### config.mk
export PLATFORM = sky130hd
export DESIGN_NAME = wmerge_sbuf
export DESIGN_NICKNAME = d
export VERILOG_FILES = /design/src/rtl/wmerge_sbuf.sv
export SDC_FILE = /design/constraint.sdc
export NUM_CORES = 1
export LEC_CHECK = 0
export BUFFER_PORTS_ARGS = -buffer_cell sky130_fd_sc_hd__buf_2
export CAP_MARGIN = 25
export CORE_MARGIN = 5
export CORE_UTILIZATION = 44
export CTS_CLUSTER_DIAMETER = 100
export DETAILED_ROUTE_END_ITERATION = 10
export GPL_ROUTABILITY_DRIVEN = 1
export MAX_ROUTING_LAYER = met4
export SYNTH_ARGS = -nofsm -noshare
export SYNTH_HDL_FRONTEND = slang
export SYNTH_SLANG_ARGS = --single-unit
### constraint.sdc
create_clock -name clk -period 14.25 [get_ports clk]
set_input_delay 2.1375 -clock clk [delete_from_list [all_inputs] [get_ports clk]]
set_output_delay 2.1375 -clock clk [all_outputs]
set_load 0.01 [all_outputs]
### src/rtl/wmerge_sbuf.sv
module wmerge_sbuf #(
  parameter int AW = 32,
  parameter int NE = 4
) (
  input  logic          clk,
  input  logic          rst_n,
  input  logic          st_valid,
  output logic          st_ready,
  input  logic [AW-1:0] st_addr,
  input  logic [1:0]    st_size,
  input  logic [31:0]   st_data,
  input  logic          st_dev,
  input  logic          flush,
  output logic          flush_done,
  output logic          awvalid,
  input  logic          awready,
  output logic [AW-1:0] awaddr,
  output logic [7:0]    awlen,
  output logic [2:0]    awsize,
  output logic [1:0]    awburst,
  output logic          wvalid,
  input  logic          wready,
  output logic [63:0]   wdata,
  output logic [7:0]    wstrb,
  output logic          wlast,
  input  logic          bvalid,
  output logic          bready
);
  localparam int DW = AW - 3;
  localparam int IW = (NE > 1) ? $clog2(NE) : 1;

  typedef enum logic [1:0] {IDLE, ADDR, DATA, RESP} phase_t;

  logic [NE-1:0] ent_v, ent_dev;
  logic [DW-1:0] ent_dw   [NE];
  logic [2:0]    ent_lo   [NE];
  logic [1:0]    ent_sz   [NE];
  logic [63:0]   ent_data [NE];
  logic [7:0]    ent_msk  [NE];

  phase_t        phase;
  logic          drain_q;
  logic [NE-1:0] b_sel;
  logic [DW-1:0] b_dw;
  logic [1:0]    b_len, beat;
  logic          b_dev;
  logic [2:0]    b_lo;
  logic [1:0]    b_sz;

  logic [DW-1:0] st_dw, cur_dw;
  logic [7:0]    st_msk;
  logic [63:0]   st_wd, st_bm;
  logic          hit, any_v, can_take, accept, need_drain, wr_new;
  logic [IW-1:0] hit_idx, free_idx, lead, wr_idx;
  logic [NE-1:0] grp;
  logic [3:0]    pres;
  logic [1:0]    lo_k, hi_k;

  assign st_dw  = st_addr[AW-1:3];
  assign st_msk = ((st_size == 2'd0) ? 8'h01 : (st_size == 2'd1) ? 8'h03 : 8'h0F) << st_addr[2:0];
  assign st_wd  = {32'b0, st_data} << {st_addr[2:0], 3'b000};

  always_comb
    for (int k = 0; k < 8; k++) st_bm[8*k +: 8] = {8{st_msk[k]}};

  always_comb begin
    hit = 1'b0; hit_idx = '0; free_idx = '0; lead = '0;
    for (int i = NE-1; i >= 0; i--) begin
      if (ent_v[i] && !ent_dev[i] && ent_dw[i] == st_dw) begin
        hit = 1'b1; hit_idx = IW'(i);
      end
      if (!ent_v[i]) free_idx = IW'(i);
      if (ent_v[i])  lead = IW'(i);
    end
  end

  always_comb begin
    grp = '0; pres = '0; lo_k = '0; hi_k = '0;
    for (int i = 0; i < NE; i++)
      if (ent_v[i] && !ent_dev[i] && ent_dw[i][DW-1:2] == ent_dw[lead][DW-1:2]) begin
        grp[i] = 1'b1;
        pres[ent_dw[i][1:0]] = 1'b1;
      end
    for (int k = 3; k >= 0; k--) if (pres[k]) lo_k = 2'(k);
    for (int k = 0; k < 4; k++)  if (pres[k]) hi_k = 2'(k);
  end

  assign any_v      = |ent_v;
  assign can_take   = st_dev ? !any_v : (hit || !(&ent_v));
  assign st_ready   = !drain_q && can_take;
  assign accept     = st_valid && st_ready;
  assign need_drain = flush || (st_valid && (st_dev || !can_take));
  assign wr_new     = st_dev || !hit;
  assign wr_idx     = wr_new ? free_idx : hit_idx;
  assign flush_done = !any_v && phase == IDLE;

  always_ff @(posedge clk)
    if (accept) begin
      ent_dw[wr_idx]   <= st_dw;
      ent_lo[wr_idx]   <= st_addr[2:0];
      ent_sz[wr_idx]   <= st_size;
      ent_data[wr_idx] <= wr_new ? st_wd : ((ent_data[wr_idx] & ~st_bm) | (st_wd & st_bm));
      ent_msk[wr_idx]  <= wr_new ? st_msk : (ent_msk[wr_idx] | st_msk);
    end

  always_ff @(posedge clk or negedge rst_n)
    if (!rst_n) begin
      ent_v <= '0; ent_dev <= '0; drain_q <= 1'b0; phase <= IDLE;
      b_sel <= '0; b_dw <= '0; b_len <= '0; beat <= '0;
      b_dev <= 1'b0; b_lo <= '0; b_sz <= '0;
    end else begin
      if (!drain_q)                      drain_q <= need_drain;
      else if (phase == IDLE && !any_v)  drain_q <= 1'b0;
      if (accept) begin
        ent_v[wr_idx]   <= 1'b1;
        ent_dev[wr_idx] <= st_dev;
      end
      case (phase)
        IDLE: if (drain_q && any_v) begin
          b_dev <= ent_dev[lead];
          b_lo  <= ent_lo[lead];
          b_sz  <= ent_sz[lead];
          b_sel <= ent_dev[lead] ? (NE'(1) << lead) : grp;
          b_dw  <= ent_dev[lead] ? ent_dw[lead] : {ent_dw[lead][DW-1:2], lo_k};
          b_len <= ent_dev[lead] ? 2'd0 : hi_k - lo_k;
          phase <= ADDR;
        end
        ADDR: if (awready) begin beat <= '0; phase <= DATA; end
        DATA: if (wready) begin
          if (beat == b_len) phase <= RESP;
          else               beat <= beat + 2'd1;
        end
        RESP: if (bvalid) begin
          ent_v <= ent_v & ~b_sel;
          phase <= IDLE;
        end
        default: phase <= IDLE;
      endcase
    end

  assign cur_dw  = b_dw + DW'(beat);
  assign awvalid = phase == ADDR;
  assign awaddr  = b_dev ? {b_dw, b_lo} : {b_dw, 3'b000};
  assign awsize  = b_dev ? {1'b0, b_sz} : 3'd3;
  assign awlen   = {6'b0, b_len};
  assign awburst = 2'b01;
  assign wvalid  = phase == DATA;
  assign wlast   = beat == b_len;
  assign bready  = phase == RESP;

  always_comb begin
    wdata = '0; wstrb = '0;
    for (int i = 0; i < NE; i++)
      if (b_sel[i] && ent_dw[i] == cur_dw) begin
        wdata = ent_data[i];
        wstrb = ent_msk[i];
      end
  end
endmodule


==> flow_summary.ini <==
[min_path]
min_path_type = flip-flop to flip-flop
hold_path_depth = 2
hold_start = b_lo[1]
holdPathEnd = b_lo[1]

[clock_network]
insertion_delay_ns = 0.62
htreeDepth = 2
post-cts-setup-buffers = 0
hold_buffers = 0
clock-sinks = 478
root_buffer = clkbuf_16
cts_buffers = 55
path_clk_slew_ns = 0.06
cts_buffer_depth = 3
cts_tree = yes
cts_resized = 0

[critical_path]
worst_r2r_endpoint = ent_data[3][29]
critPathTopFamily = simple AND/OR/NAND/NOR gates
cp_slowest_cell = or4_2
r2r-start = ent_dw[3][19]
crit_fanout = 68
critical_path_arrival_ns = 6.57
cp.required_ns = 12.11
critPathKind = flip-flop to output port
worst-path-buf-inv = 5
path_common_cell = buf_4
r2r_cells = 11
crit_chain = ha_1 > inv_1 > fa_1 > nand2b_1 > nor3_1 > nand3_1 > xnor2_1 > o21ai_0 > a2111oi_0 > nand4_1 > or4_2 > buf_4 > buf_4 > and2_2 > buf_4 > a31oi_1 > buf_2
start_kind = flip-flop
cpPeakStageDelay_ns = 0.60
r2r_slack_ns = 8.18
worstSetupEndpointType = output port

[grt]
overflow = 0
grt_first_pass_wirelength_um = 164200
grt_pass1_vias = 22179
grt_max_degree = 145
antenna_found_initial = 4
grt_use_total = 0.3414

[power_and_ir_drop]
seq_power_share = 0.354
switching_share = 0.3937
pwr-share-clk = 0.273
leakagePower_nw = 11.34
ir_drop_v = 0.0001098
p_int_mw = 3.122
powerDensity_mw_per_mm2 = 163.8
power.net_switching_mw = 2.027
pwr-share-comb = 0.373

[yosys]
synth-async-reset-ratio = 0.1130
syn_inst = 2620
synth_area_leaders = edfxtp_1 (46%), mux2i_1 (5.9%), xor2_1 (5.1%)
syn_area_per_cell_um2 = 10.67
yosysTopAreaCellShare = 0.4556
synth.distinct_cells = 85
synth_flop_cell = edfxtp_1
ys_warn_count = 0
synth_edf_count = 424
ys_seq_area_frac = 0.5040
ys_ff_latch = 478
synth_area_mm2 = 0.02795
yosys.area.top_type = edfxtp_1

[route]
postRouteAntennaNets = 0
wl_per_cell_um = 32.17
drc_errors = 0
routed_via_density = 6.289
drt_iter0_markers = 2666
vias = 22879
first_pass_iters = 6
postRouteWirelength_um = 117000

[finish]
final_util = 0.4991
final_cells = 3638
fill_cells = 5811
final_cell_mix = edfxtp_1 (424), nand2_1 (309), buf_2 (188)
drive_above_1_share = 0.1722
area_growth_pct = 12.45
final_common_cell = edfxtp_1
final_net_count = 2824

[placement]
place.gp.congestion = 1.015
hpwl_um = 84970
port_buffers = 187
dp.cells = 3530

[timing]
finalMaxSlewViolations = 0
fin_crit_sh = 0.6108
holdWs_ns = 0.4744
fin_crit_ns = 8.704
maxSlewHeadroom = 0.1988
tns_ns = 0
tightestPinTransition_ns = 1.195
report.final.hold_viol_count = 0
fmax_ghz = 0.1149
setup_viol = 0
rsz0062_at_grt = false
finalClockSkew_ns = 0.009953

[die]
die_h_um = 262.0
core_area_mm2 = 0.06297
placement_rows = 92
fp.dieW_um = 262.0
die_area_mm2 = 0.06865
start_util = 0.4438
ios = 197

[flow_run]
maxCapViolCount = 0

[status]
outcome = complete, no violations
[metal layers]
layer,GRT usage,vias up,part of all wire
met5,-,-,0
met4,0.1226,0,0.044
met3,0.05400,225,0.075
met2,0.5259,1161,0.46
met1,0.4626,11579,0.42
li1,-,9914,-
[worst max-delay path by stage]
stage,start,endpoint,slack [ns],depth (start not counted)
6_report,beat[0],wstrb[3],5.55,17
3_3_place_gp,beat[0],wdata[41],6.37,17
3_5_place_dp,beat[0],wstrb[3],6.30,17
4_1_cts,beat[0],wstrb[3],5.60,17
5_1_grt,beat[0],wstrb[3],5.23,17
2_1_floorplan,st_addr[13],ent_data[3][0],7.30,11
[worst min-delay path, cell delays in order (launching register included)]
cell,delay [ns]
dfrtp_1,0.34
nand2_1,0.04
o21ai_0,0.06
[final cells by class]
type                       count  area (um^2)  area share
clock buffer                  73         1559     0.04961
inverter                      48        190.2    0.006052
sequential                   478        14080      0.4482
tap                          846         1059     0.03368
timing repair buffer         235         1306     0.04157
antenna                        4        10.01   0.0003185
multi-input combinational   1924        12990      0.4132
clock inverter                30        231.5    0.007366
[synthesized netlist by cell type (all sizes together), types with 49 or more instances]
cell type,n
a31oi,80
nor4,49
o21ai,155
nand2,309
or2,76
a21oi,98
edfxtp,424
mux2i,166
xnor2,117
buf,69
xor2,163
nor2,128
mux2,88
clkbuf,108
dfrtp,54
[cell families after synthesis]
family	count (synthesis)	synth area share
other cells	2	0.0002687
flops	478	0.5040
compound gates	548	0.1260
mux	254	0.09492
fa+ha+maj	8	0.003850
simple gates	824	0.1485
xor+xnor	281	0.08883
buf+inv	225	0.03362
[power groups by stage]
stage	clock [mW]	sequential, mW	combinational, mW
after floorplan	0	1.76	1.27
after global placement	0	1.84	1.88
after detailed placement	0	1.85	1.89
after CTS	1.43	1.82	1.89
after global routing	1.48	1.83	2.03
final	1.41	1.82	1.92
[sequential cells by signal, summed over array words and instances, names as in the netlist]
| register | count |
|---|---|
| b_sz | 2 |
| b_dev | 1 |
| b_sel | 4 |
| phase | 2 |
| b_lo | 3 |
| ent_msk | 32 |
| ent_v | 4 |
| ent_sz | 8 |
| ent_dw | 116 |
| drain_q | 1 |
| ent_dev | 4 |
| beat | 2 |
| ent_data | 256 |
| b_len | 2 |
| b_dw | 29 |
| ent_lo | 12 |
[stage by stage]
step	total power [mW]	area (um^2)	setup slack, ns
floorplan	3.028	27970	7.299
global placement	3.724	29600	6.372
detailed placement	3.733	29620	6.297
CTS	5.137	31410	5.605
global route	5.351	31430	5.230
finish	5.149	31430	5.546
Power figures use the tool's default switching activity.
